`src/rtl/iso_split_seq.sv`:
```
module iso_split_seq #(
  parameter int UF = 8,
  localparam int UFW = $clog2(UF)
) (
  input  logic           clk,
  input  logic           rst_n,
  input  logic           visit_req,
  input  logic [UF-1:0]  ss_mask,
  input  logic [UF-1:0]  cs_mask,
  input  logic           active_in,
  input  logic           state_in,
  input  logic [UFW-1:0] uframe,
  input  logic           err_in,
  input  logic           bp_valid,
  input  logic           bp_rsp,
  input  logic           prev_active,
  output logic           cmd_ss,
  output logic           cmd_cs,
  output logic           cmd_bp,
  output logic           cmd_next,
  output logic           cfg_err,
  output logic           wb_valid,
  output logic           wb_state,
  output logic           wb_active
);

  logic           waiting;
  logic           st_q, act_q, wrap_q;

  wire ss_cur   = ss_mask[uframe];
  wire cs_cur   = cs_mask[uframe];
  wire cs_above = |(cs_mask >> ({1'b0, uframe} + 1'b1));
  wire bad_cfg  = cs_mask[0] & cs_mask[1] & ss_mask[0];
  wire bp_hit   = bp_valid & (uframe < 2);

  always_ff @(posedge clk) begin
    if (!rst_n) begin
      waiting   <= 1'b0;
      st_q      <= 1'b0;
      act_q     <= 1'b0;
      wrap_q    <= 1'b0;
      cmd_ss    <= 1'b0;
      cmd_cs    <= 1'b0;
      cmd_bp    <= 1'b0;
      cmd_next  <= 1'b0;
      cfg_err   <= 1'b0;
      wb_valid  <= 1'b0;
      wb_state  <= 1'b0;
      wb_active <= 1'b0;
    end else begin
      cmd_ss   <= 1'b0;
      cmd_cs   <= 1'b0;
      cmd_bp   <= 1'b0;
      cmd_next <= 1'b0;
      cfg_err  <= 1'b0;
      wb_valid <= 1'b0;
      if (waiting) begin
        if (bp_rsp) begin
          waiting   <= 1'b0;
          cmd_next  <= 1'b1;
          wb_valid  <= 1'b1;
          wb_active <= act_q;
          if (prev_active) begin
            wb_state <= st_q;
          end else if (wrap_q) begin
            cmd_ss   <= 1'b1;
            wb_state <= 1'b1;
          end else begin
            wb_state <= 1'b0;
          end
        end
      end else if (visit_req) begin
        st_q   <= state_in;
        act_q  <= active_in;
        wrap_q <= (uframe == '0) & ss_mask[0];
        if (!active_in || bad_cfg || !bp_hit) begin
          cmd_next  <= 1'b1;
          wb_valid  <= 1'b1;
          wb_state  <= state_in;
          wb_active <= active_in;
        end
        if (!active_in) begin
        end else if (bad_cfg) begin
          cfg_err <= 1'b1;
        end else if (bp_hit) begin
          cmd_bp  <= 1'b1;
          waiting <= 1'b1;
        end else if (!state_in) begin
          if (ss_cur) begin
            cmd_ss   <= 1'b1;
            wb_state <= 1'b1;
          end
        end else if (err_in) begin
          wb_state  <= 1'b0;
          wb_active <= 1'b0;
        end else if (cs_cur) begin
          cmd_cs <= 1'b1;
          if (!cs_above) begin
            wb_state  <= 1'b0;
            wb_active <= 1'b0;
          end
        end
      end
    end
  end

endmodule

```
`config.mk`:
```
export PLATFORM = sky130hd
export DESIGN_NAME = iso_split_seq
export DESIGN_NICKNAME = d
export VERILOG_FILES = /design/src/rtl/iso_split_seq.sv
export SDC_FILE = /design/constraint.sdc
export NUM_CORES = 1
export LEC_CHECK = 0
export ABC_AREA = 1
export BUFFER_PORTS_ARGS = -buffer_cell sky130_fd_sc_hd__buf_2
export CAP_MARGIN = 0
export CORE_MARGIN = 3
export CORE_UTILIZATION = 25
export CTS_CLUSTER_SIZE = 14
export DETAILED_ROUTE_END_ITERATION = 6
export PLACE_DENSITY_LB_ADDON = 0.12
export SYNTH_ARGS = -nofsm -noshare
export SYNTH_HDL_FRONTEND = slang
export SYNTH_SLANG_ARGS = --single-unit
```
`constraint.sdc`:
```
create_clock -name clk -period 1.35 [get_ports clk]
set_input_delay 0.135 -clock clk [delete_from_list [all_inputs] [get_ports clk]]
set_output_delay 0.135 -clock clk [all_outputs]
set_load 0.01 [all_outputs]
```
==> metrics.csv, run 1 <==
metric,value,unit
max-vdd-ir-drop,0.565,mV
dr_total_vias,936,
grt_max_degree,12,
dp_hpwl,1760,um
diodes,0,
final_util,35.5,%
via_per_inst,4.73,
multi_input_area,434,um2
track_usage,12.0,%
critPathLaunchType,flip-flop,
p_per_area,769,nW/um2
crit_top_cell,nand2_1,
detailedRoute.firstPassIterationCount,4,
cts_tree,done,
clkSinkCount,11,
cpMaxStageDelayCell,dfxtp_1,
wl_per_cell,10.4,um
grt_pass1_vias,875,
crit_chain,inv_1 > nand2_1 > nor2_2 > nand2_1 > nor4_1,
syn_inst,127,
fin_crit_sh,85.5,%
cap_violations,0,
drive_gt1_share,27.5,%
yosysSeqAreaShare,29.7,%
tightest_slew,272,ps
critPathMaxStageDelay,350,ps
fillCellCount,326,
use_met2,20.4,%
die_w,60.5,um
p_leak,0.543,nW
synth_nets,155,
fin_nets,196,
synth.avg_cell_area,5.84,um2
finalHoldViolations,0,
worstPathArrival,1330,ps
regArea,220,um2
rsz0062_at_grt,no,
synth.distinct_cells,20,
min_path_type,in -> reg,
overflow,0,
critical_path_peak_fanout,5,
gp_congestion,0.782,
crit_family,simple AND/OR/NAND/NOR gates,
finalPower,0.760,mW
crit_required,1530,ps
clk_pin_slew,70,ps
clockBufferDepth,2,
cts-buffers-inserted,3,
clock_skew,4.29,ps
use_met3,3.83,%
crit_buf_inv,1,
end_kind,flip-flop,
clock_latency,270,ps
ys_ff_latch,11,
min_period,1150,ps
post_cts_buffers,0,
wl,2050,um
max_freq,0.867,GHz
coreArea,2780,um2
grt_use_met1,14.0,%
busiest_layer,met2,
slew_viol_final,0,
area_growth,33.2,%
io_buffers,35,
dieArea,3660,um2
root_buffer,clkbuf_4,
status,finished clean,
maxSlewHeadroom,81.7,%
postRouteAntennaNets,0,
htree_levels,1,
drt-initial-drc-count,28,
final_cell_mix,"35 x nand2_1, 35 x buf_2, 18 x inv_1, 18 x nor2_1",
num_rows,19,
ios,36,
antenna_found_initial,0,
crit_type,reg -> reg,
setup_viol,0,
drc,0,
grt_pass1_wl,3330,um
start_util,26.7,%
syn-cell-area,742,um2
die_y,60.5,um
yosys_warnings,0,
layer usage:
| metal | routed length [um] | part of all wire [%] |
|---|---|---|
| met1 | 872 | 43 |
| met2 | 1030 | 50 |
| met3 | 111 | 5.4 |
| met4 | 34 | 1.7 |
| met5 | 0 | 0 |
logic make-up after synthesis:
| family | synth area share, % |
|---|---|
| buffers and inverters | 12.1 |
| and+or+nand+nor | 41.3 |
| DFF | 29.7 |
| AOI/OAI and AO/OA | 16.9 |
report_power, final:
group	leakage (nW)	internal [mW]	switching (mW)	total, mW
Clock	0.0150	0.114	0.108	0.223
Sequential	0.0901	0.339	0.00739	0.346
Combinational	0.438	0.0814	0.110	0.191
Total	0.543	0.535	0.225	0.760
flip-flops by register name (all words and copies together), names as in the netlist:
signal,flops
act_q,1
cfg_err,1
cmd_bp,1
cmd_cs,1
cmd_ss,1
st_q,1
waiting,1
wb_active,1
wb_state,1
wb_valid,1
wrap_q,1
through the flow:
step	hold slack [ps]	setup WS, ps	instances	cell area (um2)	TNS (ps)
finish	35.6	196	198	988	0
global route	26.5	23.5	198	988	0
CTS	35.3	155	198	986	0
detailed placement	317	-27.2	194	960	-27.2
global placement	325	-15.4	194	960	-15.4
floorplan	210	274	127	742	0
area by class of cell:
cell class              instances  share of cell area, %
clock buffers                   4                   2.66
well taps                      31                   3.92
repair buffers                 38                   20.0
multi-input cells              95                   43.9
inverters                      19                   7.22
flip-flops and latches         11                   22.3
cell usage after synthesis:
cell type	n	area share, %
a21oi_2	1	1.2
dfxtp_1	11	30
nor4_1	1	0.84
nand3b_1	2	2.0
inv_2	1	0.51
buf_6	1	1.5
o21ai_0	11	7.4
inv_1	18	9.1
nor3_1	1	0.67
a21oi_1	6	4.0
o21ai_1	3	2.0
nand2_1	35	18
or3b_1	1	1.2
nand3_1	10	6.7
o32ai_1	1	1.2
buf_4	1	1.0
nor2_2	2	1.7
nand4_1	1	0.84
o21bai_1	1	1.0
nor2_1	19	9.6
final timing paths:
path | slack [ps] | to | depth (start not counted) | from
worst min register to register | 470 | act_q | 2 | act_q
worst max register to register | 200 | cmd_cs | 5 | waiting
worst min-delay path | 40 | cmd_cs | 2 | err_in
worst max-delay path | 200 | cmd_cs | 5 | waiting
repair_timing:
action	CTS	global route
resized for setup	0	1
setup endpoints to repair	0	1
hold buffers	0	0
No activity file was read; power rests on OpenSTA's default activity.
==> run 2, diff against run 1 <==
Settings changed: CORE_UTILIZATION 25 to 30.
==> metrics.csv, run 2 (synthesis results as in run 1) <==
metric,value,unit,change
status,finished clean,,
regArea,220,um2,unchanged
detailedRoute.firstPassIterationCount,4,,unchanged
max-vdd-ir-drop,0.676,mV,+20%
end_kind,flip-flop,,
worstPathArrival,1350,ps,+20 ps
root_buffer,clkbuf_4,,
crit_required,1510,ps,-20 ps
holdPathStages,2,,unchanged
multi_input_area,434,um2,unchanged
min_path_type,in -> reg,,
grt_pass1_wl,3420,um,+2.5%
wl,2000,um,-2.3%
coreArea,2280,um2,-18%
post_cts_buffers,0,,unchanged
dp_hpwl,1680,um,-4.6%
tns,0,ps,unchanged
diodes,0,,unchanged
max_freq,0.841,GHz,-3.0%
postLayoutCellArea,977,um2,-1.1%
via_per_inst,4.65,,-1.6%
crit_chain,inv_1 > nand2_1 > buf_4 > nand2_1 > o21ai_0 > a21oi_2,,
htree_levels,1,,unchanged
start_util,32.6,%,+5.9 points
place_area,948,um2,-1.2%
cap_violations,0,,unchanged
maxSlewHeadroom,82.9,%,+1.2 points
crit_top_cell,nand2_1,,
ios,36,,unchanged
cpMaxStageDelayCell,dfxtp_1,,
die_y,55.7,um,-7.8%
crit_type,reg -> reg,,
clockBufferDepth,2,,unchanged
io_buffers,35,,unchanged
postRouteAntennaNets,0,,unchanged
min_period,1190,ps,+35.3 ps
drc,0,,unchanged
dr_total_vias,902,,-3.6%
wl_per_cell,10.3,um,-0.28%
track_usage,13.5,%,+1.6 points
fin_crit_sh,88.1,%,+2.6 points
fin_nets,195,,-0.51%
overflow,0,,unchanged
dieArea,3110,um2,-15%
area_growth,31.7,%,
die_w,55.7,um,-7.8%
cts-buffers-inserted,3,,unchanged
gp_congestion,0.780,,-0.27%
critical_path_peak_fanout,5,,unchanged
rr_worst_depth,6,,+1
rsz0062_at_grt,no,,
drive_gt1_share,27.1,%,-0.44 points
critPathMaxStageDelay,410,ps,+60 ps
fillCellCount,257,,-21%
grt_max_degree,12,,unchanged
cts_tree,done,,
critPathLaunchType,flip-flop,,
final_cell_mix,"35 x nand2_1, 35 x buf_2, 18 x inv_1, 18 x nor2_1",,
tightest_slew,254,ps,-17.7 ps
antenna_found_initial,0,,unchanged
clkSinkCount,11,,unchanged
finalHoldViolations,0,,unchanged
drt-initial-drc-count,25,,-11%
p_per_area,777,nW/um2,+0.99%
clock_skew,5.00,ps,+0.709 ps
slew_viol_final,0,,unchanged
setup_viol,0,,unchanged
clk_pin_slew,70,ps,about the same
grt_pass1_vias,813,,-7.1%
p_leak,0.539,nW,-0.86%
num_rows,17,,-2
clock_latency,270,ps,about the same
-- run 2: changes by cell type in the layout (fill, tap and decap cells not counted) --
cell,previous run,this run
buf_4,3,2
-- run 2: what timing repair did --
item | in CTS | in global routing
resized for setup | 0 | 1
setup endpoints to repair | 0 | 1
hold buffers | 0 | 0
-- run 2: routing by layer --
layer	vias to the layer above	routed length [um]	share of wire [%]	track usage, %
met2	21	900	45	19.9
met3	0	138	6.9	5.80
met4	0	0	0	3.13
li1	482	-	-	-
met5	-	0	0	0
met1	399	965	48	18.2
-- run 2: per-stage QoR --
stage | instances | hold slack, ps | utilization (%) | setup slack [ps] | power, mW
after floorplan | 127 | 210 | - | 274 | 0.462
after global placement | 190 | 325 | 41.7 | 1.77 | 0.542
after detailed placement | 190 | 319 | 41.7 | -42.7 | 0.543
after CTS | 194 | 35.9 | 42.8 | 111 | 0.767
after global routing | 194 | 30.2 | 42.9 | 32.1 | 0.812
final | 194 | 38.9 | 42.9 | 161 | 0.759
-- run 2: cell type report --
class	count	share of cell area [%]
Tap cell	28	3.59
Multi-Input combinational cell	95	44.4
Sequential cell	11	22.5
Inverter	19	7.30
Clock buffer	4	2.69
Timing Repair Buffer	37	19.5
-- run 2: worst max-delay path: cells and delay by family, from the launching register on --
family | cells | cell delay (ps)
buf+inv | 2 | 240
simple gates | 2 | 190
flops | 1 | 410
compound gates | 2 | 240
-- run 2: final timing paths --
| check | slack, ps | end | from |
|---|---|---|---|
| hold / removal | 40 | cmd_cs | err_in |
| setup reg to reg | 160 | wb_state | waiting |
| setup / recovery | 160 | wb_state | waiting |
| hold reg to reg | 480 | act_q | act_q |
-- run 2: power by group --
part	switching (mW)	internal, mW
Combinational	0.110	0.0802
Clock	0.108	0.114
Sequential	0.00749	0.339
Total	0.226	0.533
